===== config.mk =====
export PLATFORM = sky130hd
export DESIGN_NAME = boot_loader
export DESIGN_NICKNAME = d
export VERILOG_FILES = /design/src/rtl/boot_pkg.sv /design/src/rtl/boot_wait_ctr.sv /design/src/rtl/boot_addr_gen.sv /design/src/rtl/boot_word_pack.sv /design/src/rtl/boot_loader.sv
export SDC_FILE = /design/constraint.sdc
export NUM_CORES = 1
export LEC_CHECK = 0
export BUFFER_PORTS_ARGS = -buffer_cell sky130_fd_sc_hd__buf_2
export CAP_MARGIN = 20
export CELL_PAD_IN_SITES_DETAIL_PLACEMENT = 1
export CELL_PAD_IN_SITES_GLOBAL_PLACEMENT = 1
export CORE_MARGIN = 8
export CORE_UTILIZATION = 48
export CTS_CLUSTER_DIAMETER = 200
export DETAILED_ROUTE_END_ITERATION = 6
export PLACE_DENSITY_LB_ADDON = 0.1
export SLEW_MARGIN = 20
export SYNTH_ARGS = -nofsm -noshare
export SYNTH_HDL_FRONTEND = slang
export SYNTH_SLANG_ARGS = --single-unit

===== constraint.sdc =====
create_clock -name clk -period 2.9 [get_ports clk]
set_input_delay 0.29 -clock clk [delete_from_list [all_inputs] [get_ports clk]]
set_output_delay 0.29 -clock clk [all_outputs]
set_load 0.03 [all_outputs]

===== src/rtl/boot_pkg.sv =====
package boot_pkg;
  typedef enum logic [1:0] {
    ST_CHECK = 2'd0,
    ST_IDLE  = 2'd1,
    ST_READ  = 2'd2,
    ST_HOLD  = 2'd3
  } boot_st_e;

  localparam int unsigned BYTES_PER_WORD = 3;
  localparam int unsigned BYTE_W         = 8;
  localparam int unsigned WORD_W         = BYTES_PER_WORD * BYTE_W;
endpackage


===== src/rtl/boot_wait_ctr.sv =====
module boot_wait_ctr #(
  parameter int unsigned WS_W = 3
) (
  input  logic            clk,
  input  logic            rst_n,
  input  logic            cfg_we,
  input  logic [WS_W-1:0] cfg_val,
  input  logic            active,
  output logic            last
);
  logic [WS_W-1:0] wait_q, wait_d;
  logic [WS_W-1:0] cnt_q, cnt_d;

  always_comb begin
    wait_d = wait_q;
    if (cfg_we) wait_d = cfg_val;
  end

  assign last = active && (cnt_q == wait_q);

  always_comb begin
    cnt_d = cnt_q + 1'b1;
    if (!active || last) cnt_d = '0;
  end

  always_ff @(posedge clk or negedge rst_n) begin
    if (!rst_n) begin
      wait_q <= '1;
      cnt_q  <= '0;
    end else begin
      wait_q <= wait_d;
      cnt_q  <= cnt_d;
    end
  end

  AST_WAIT_BOUND: assert property (@(posedge clk) disable iff (!rst_n)
    cnt_q <= wait_q);
endmodule


===== src/rtl/boot_addr_gen.sv =====
module boot_addr_gen #(
  parameter int unsigned PAGE_W = 3,
  parameter int unsigned OFF_W  = 13
) (
  input  logic                    clk,
  input  logic                    rst_n,
  input  logic                    start,
  input  logic [PAGE_W-1:0]       page_in,
  input  logic                    take,
  output logic [PAGE_W+OFF_W-1:0] addr_o
);
  logic [PAGE_W-1:0] page_q, page_d;
  logic [OFF_W-1:0]  off_q, off_d;

  always_comb begin
    page_d = page_q;
    off_d  = off_q;
    if (start) begin
      page_d = page_in;
      off_d  = '0;
    end else if (take) begin
      off_d  = off_q + 1'b1;
    end
  end

  always_ff @(posedge clk or negedge rst_n) begin
    if (!rst_n) begin
      page_q <= '0;
      off_q  <= '0;
    end else begin
      page_q <= page_d;
      off_q  <= off_d;
    end
  end

  assign addr_o = {page_q, off_q};

  AST_ADDR_STEP: assert property (@(posedge clk) disable iff (!rst_n)
    (take && !start) |=> (off_q == $past(off_q) + 1'b1));
endmodule


===== src/rtl/boot_word_pack.sv =====
module boot_word_pack
  import boot_pkg::*;
#(
  parameter int unsigned PM_AW = 11
) (
  input  logic              clk,
  input  logic              rst_n,
  input  logic              start,
  input  logic              take,
  input  logic [BYTE_W-1:0] byte_in,
  output logic              pm_we,
  output logic [PM_AW-1:0]  pm_addr,
  output logic [WORD_W-1:0] pm_wdata
);
  localparam int unsigned SH_W  = WORD_W - BYTE_W;
  localparam int unsigned IDX_W = $clog2(BYTES_PER_WORD);

  logic [SH_W-1:0]   sh_q, sh_d;
  logic [IDX_W-1:0]  idx_q, idx_d;
  logic [PM_AW-1:0]  widx_q, widx_d;
  logic              we_q, we_d;
  logic [PM_AW-1:0]  addr_q, addr_d;
  logic [WORD_W-1:0] data_q, data_d;
  logic              word_end;

  assign word_end = (idx_q == IDX_W'(BYTES_PER_WORD - 1));

  always_comb begin
    sh_d   = sh_q;
    idx_d  = idx_q;
    widx_d = widx_q;
    we_d   = 1'b0;
    addr_d = addr_q;
    data_d = data_q;
    if (start) begin
      idx_d  = '0;
      widx_d = '0;
    end else if (take) begin
      if (word_end) begin
        we_d   = 1'b1;
        addr_d = widx_q;
        data_d = {sh_q, byte_in};
        widx_d = widx_q + 1'b1;
        idx_d  = '0;
      end else begin
        sh_d   = {sh_q[SH_W-BYTE_W-1:0], byte_in};
        idx_d  = idx_q + 1'b1;
      end
    end
  end

  always_ff @(posedge clk or negedge rst_n) begin
    if (!rst_n) begin
      sh_q   <= '0;
      idx_q  <= '0;
      widx_q <= '0;
      we_q   <= 1'b0;
      addr_q <= '0;
      data_q <= '0;
    end else begin
      sh_q   <= sh_d;
      idx_q  <= idx_d;
      widx_q <= widx_d;
      we_q   <= we_d;
      addr_q <= addr_d;
      data_q <= data_d;
    end
  end

  assign pm_we    = we_q;
  assign pm_addr  = addr_q;
  assign pm_wdata = data_q;

  AST_WE_PULSE: assert property (@(posedge clk) disable iff (!rst_n)
    pm_we |=> !pm_we);
endmodule


===== src/rtl/boot_loader.sv =====
module boot_loader
  import boot_pkg::*;
#(
  parameter int unsigned NUM_WORDS = 32,
  parameter int unsigned PM_AW     = 11,
  parameter int unsigned PAGE_W    = 3,
  parameter int unsigned OFF_W     = 13,
  parameter int unsigned EXT_AW    = 14,
  parameter int unsigned WS_W      = 3
) (
  input  logic                           clk,
  input  logic                           rst_n,
  input  logic                           mmap_sel,
  input  logic                           bus_req,
  output logic                           bus_grant,
  input  logic [PAGE_W-1:0]              page_sel,
  input  logic                           force_set,
  input  logic                           ws_we,
  input  logic [WS_W-1:0]                ws_val,
  output logic [EXT_AW-1:0]              ext_addr,
  output logic [PAGE_W+OFF_W-EXT_AW-1:0] ext_addr_hi,
  output logic                           boot_sel_n,
  output logic                           rd_n,
  input  logic [7:0]                     boot_byte,
  output logic                           pm_we,
  output logic [PM_AW-1:0]               pm_addr,
  output logic [23:0]                    pm_wdata,
  output logic                           boot_done,
  output logic                           exec_en
);
  localparam int unsigned ADDR_W      = PAGE_W + OFF_W;
  localparam int unsigned TOTAL_BYTES = NUM_WORDS * BYTES_PER_WORD;

  boot_st_e          st_q, st_d;
  logic              force_q, force_d;
  logic              busy_q, busy_d;
  logic              exec_q, exec_d;
  logic              done_q, done_d;
  logic              start;
  logic [PAGE_W-1:0] start_page;
  logic              reading;
  logic              take;
  logic              last_byte;
  logic [ADDR_W-1:0] baddr;

  assign reading   = (st_q == ST_READ);
  assign last_byte = take && (baddr[OFF_W-1:0] == OFF_W'(TOTAL_BYTES - 1));

  always_comb begin
    st_d       = st_q;
    start      = 1'b0;
    start_page = page_sel;
    busy_d     = busy_q;
    exec_d     = exec_q;
    case (st_q)
      ST_CHECK: begin
        if (!mmap_sel && !bus_req) begin
          start      = 1'b1;
          start_page = '0;
          st_d       = ST_READ;
        end else begin
          exec_d     = 1'b1;
          st_d       = ST_IDLE;
        end
      end
      ST_IDLE: begin
        if (bus_req) begin
          st_d  = ST_HOLD;
        end else if (force_q) begin
          start = 1'b1;
          st_d  = ST_READ;
        end
      end
      ST_READ: begin
        if (last_byte) begin
          st_d   = ST_IDLE;
          busy_d = 1'b0;
        end else if (take && bus_req) begin
          st_d   = ST_HOLD;
        end
      end
      default: begin
        if (!bus_req) st_d = busy_q ? ST_READ : ST_IDLE;
      end
    endcase
    if (start) begin
      busy_d = 1'b1;
      exec_d = 1'b0;
    end
    if (done_q) exec_d = 1'b1;
  end

  always_comb begin
    force_d = force_q;
    if (start)          force_d = 1'b0;
    else if (force_set) force_d = 1'b1;
  end

  assign done_d = pm_we && (pm_addr == PM_AW'(NUM_WORDS - 1));

  always_ff @(posedge clk or negedge rst_n) begin
    if (!rst_n) begin
      st_q    <= ST_CHECK;
      force_q <= 1'b0;
      busy_q  <= 1'b0;
      exec_q  <= 1'b0;
      done_q  <= 1'b0;
    end else begin
      st_q    <= st_d;
      force_q <= force_d;
      busy_q  <= busy_d;
      exec_q  <= exec_d;
      done_q  <= done_d;
    end
  end

  boot_wait_ctr #(.WS_W(WS_W)) u_wait (
    .clk(clk), .rst_n(rst_n), .cfg_we(ws_we), .cfg_val(ws_val),
    .active(reading), .last(take)
  );

  boot_addr_gen #(.PAGE_W(PAGE_W), .OFF_W(OFF_W)) u_addr (
    .clk(clk), .rst_n(rst_n), .start(start), .page_in(start_page),
    .take(take), .addr_o(baddr)
  );

  boot_word_pack #(.PM_AW(PM_AW)) u_pack (
    .clk(clk), .rst_n(rst_n), .start(start), .take(take),
    .byte_in(boot_byte), .pm_we(pm_we), .pm_addr(pm_addr),
    .pm_wdata(pm_wdata)
  );

  assign ext_addr    = baddr[EXT_AW-1:0];
  assign ext_addr_hi = baddr[ADDR_W-1:EXT_AW];
  assign boot_sel_n  = !reading;
  assign rd_n        = !reading;
  assign bus_grant   = (st_q == ST_HOLD);
  assign boot_done   = done_q;
  assign exec_en     = exec_q;

  AST_GRANT_EXCL: assert property (@(posedge clk) disable iff (!rst_n)
    bus_grant |-> (boot_sel_n && rd_n));
  AST_FORCE_CLEARS: assert property (@(posedge clk) disable iff (!rst_n)
    (start && !force_set) |=> !force_q);
  AST_DONE_PULSE: assert property (@(posedge clk) disable iff (!rst_n)
    boot_done |=> !boot_done);
  AST_EXEC_OFF_BOOT: assert property (@(posedge clk) disable iff (!rst_n)
    !boot_sel_n |-> !exec_en);
endmodule


==> out/metrics.csv <==
metric,value,unit
grt_pass1_wl,16.6,mm
grt_use_total,17.4,%
p_comb_share,38.8,%
final_max_slew_viol_count,0,
postCtsHoldBufs,1,
post-route-util,56.3,%
yosysSeqAreaShare,55.1,%
clk_latency,0.36,ns
die_area,12100,µm²
cts_setup_buffers,0,
gp_congestion,0.736,
n_antenna_cell,0,
clock_skew,0.00848,ns
internal-power,2.78,mW
start_util,49.0,%
dpl.hpwl,7.07,mm
cp-endpoint,u_pack.pm_wdata[21]$_DFFE_PN0P_,
fin_setup_tns,0,ns
port_buffers,76,
grt_setup_unrepaired,false,
preCtsSetupSlack,0.664,ns
drt_iter0_drc,138,
antenna_found_initial,0,
startpoint,st_q[0]$_DFFE_PN0P_,
nFillCells,928,
clock-root-buffer,clkbuf_8,
drtPass1Iterations,4,
ys.flop_type,dfrtp_1,
synth_area_per_cell,12.3,µm²
layout_commonest_cell,dfrtp_1,
instances_no_fill,532,
synthToLayoutAreaGrowth,14.9,%
yosys.area.top_type,dfrtp_1,
synth_cells,344,
busiest_layer,met2,
std_cell_rows,34,
max-cap-violations,0,
drc_errors,0,
crit_fanout,26,
fin_crit,2.22,ns
die_y,110,µm
clk_path_buf_depth,2,
grt_max_degree,54,
htree_levels,3,
fin_crit_sh,76.4,%
cts_made_buffers,9,
r2r-end,u_pack.pm_wdata[21]$_DFFE_PN0P_,
die_w,110,µm
synth_edf_count,0,
fin_ws,0.685,ns
synth_area,4230,µm²
fmax,0.451,GHz
nets,442,
vias_per_cell,5.67,
antenna_left,0,
tritoncts,done,
num_vias,3017,
groute.layer.met1.usage,21.5,%
wl_per_cell,18.7,µm
ys_async_sr_fraction,100,%
total_power,4.91,mW
ys_top_cells_by_area,"dfrtp_1 (53%), mux2_2 (14%), or4_1 (2.1%), a21oi_1 (1.9%), nand3_1 (1.9%)",
syn_nets,367,
dp.cells,515,
p_sw_share,43.3,%
p_leak,2.32,nW
layout-drive-gt1-share,38.4,%
cp_data_arrival_time,2.47,ns
tightestPinTransition,0.756,ns
p_seq_share,44.4,%
core,8640,µm²
globalRouteOverflowTotal,0,
status,"complete, no violations",
synth-warning-count,0,
setup-violations-final,0,
final_cell_mix,"dfrtp_1 (90), buf_2 (75), mux2_2 (51)",
power_density,1010,nW/µm²
ys_ff_latch,93,
yosysUniqueCellTypes,56,
p_clk_share,16.9,%
ff2ff_setup_slack,0.68,ns
ir_drop,478,µV
setup.worst_path.end_class,register,
startpoint_type,register,
power_switching,2.13,mW
relSlewSlack,49.6,%
timing.rr.start,st_q[0]$_DFFE_PN0P_,
met3_usage,4.51,%
wl,9.94,mm
cts.sinks,93,
hp-class,in -> reg,
required,3.15,ns
pin_count,77,
met2_usage,28.1,%
hold_viol_final,0,
clkTransAtPathRegs,0.10,ns
worst-setup-path-type,reg -> reg,
grt_pass1_vias,3267,
synth_top_area_share,53.3,%
r2r_cells,6,
cts_resized,0,
cell families after synthesis:
group                    Yosys count  synth area share, %
adder cells (fa/ha/maj)            3                0.888
XOR/XNOR                           7                 1.98
flip-flops                        93                 55.1
buffers and inverters             27                 3.79
multiplexers                      56                 14.9
AND/OR/NAND/NOR                   96                 13.7
AO/OA/AOI/OAI                     62                 9.65
area by class of cell:
cell class / instances / area [µm²] / share of cell area [%]
Clock buffer: 10 / 128 / 2.63
Clock inverter: 6 / 53.8 / 1.11
Tap cell: 108 / 135 / 2.78
Multi-Input combinational cell: 224 / 1740 / 35.7
Sequential cell: 93 / 2330 / 48.0
Timing Repair Buffer: 81 / 435 / 8.96
Inverter: 10 / 40.0 / 0.824
sequential cells by signal, summed over array words and instances (netlist names):
register,cells
force_q,1
u_wait.cnt_q,3
u_wait.wait_q,3
st_q,2
u_pack.pm_addr,11
u_pack.sh_q,16
u_pack.pm_we,1
u_pack.idx_q,2
u_pack.widx_q,11
u_pack.pm_wdata,24
exec_en,1
busy_q,1
u_addr.page_q,3
boot_done,1
u_addr.off_q,13
Yosys cell counts (all sizes together), types with 3 or more instances:
cell	count
a211oi	4
o31ai	10
nor2	10
or4	12
a31o	4
nand3b	3
dfrtp	90
inv	10
xnor2	4
nand4	7
clkbuf	5
buf	12
mux2	55
nand3	16
o21ai	12
nand2b	7
dfstp	3
nand2	19
xor2	3
a21oi	16
o211ai	3
or3	7
a22o	3
nor3	4
ha	3
stage by stage:
stage / cell area (µm²) / hold slack [ns]
floorplan: 4230 / -0.00559
global placement: 4670 / 0.392
CTS: 4860 / 0.135
detailed placement: 4670 / 0.401
finish: 4860 / 0.143
global route: 4860 / 0.153
how the worst min path moves through the flow:
stage | start | endpoint | depth (start not counted)
global placement | rst_n | u_addr.page_q[2]$_DFFE_PN0P_ | 1
detailed placement | rst_n | u_addr.page_q[2]$_DFFE_PN0P_ | 1
global route | force_set | force_q$_DFFE_PN0P_ | 3
floorplan | rst_n | boot_done$_DFF_PN0_ | 0
CTS | force_set | force_q$_DFFE_PN0P_ | 3
finish | force_set | force_q$_DFFE_PN0P_ | 3
metal layers:
layer / vias up / wire length, µm
li1: 1414 / -
met1: 1529 / 4300
met2: 61 / 4870
met3: 13 / 593
met4: 0 / 174
met5: - / 0
worst max-delay path: stages (launching register included):
cell and delay [ns]:
dfrtp_1 0.49, and2b_4 0.34, inv_2 0.07, nor4_4 0.25, nand2_4 0.23, inv_4 0.34, mux2_2 0.38
power groups by stage:
stage	logic [mW]	registers (mW)	clock network [mW]
detailed placement	1.93	2.21	0
finish	1.90	2.18	0.829
CTS	1.94	2.19	0.853
global route	2.05	2.26	0.893
global placement	1.87	2.18	0
floorplan	0.920	2.60	0
No activity file was read; power rests on OpenSTA's default activity.
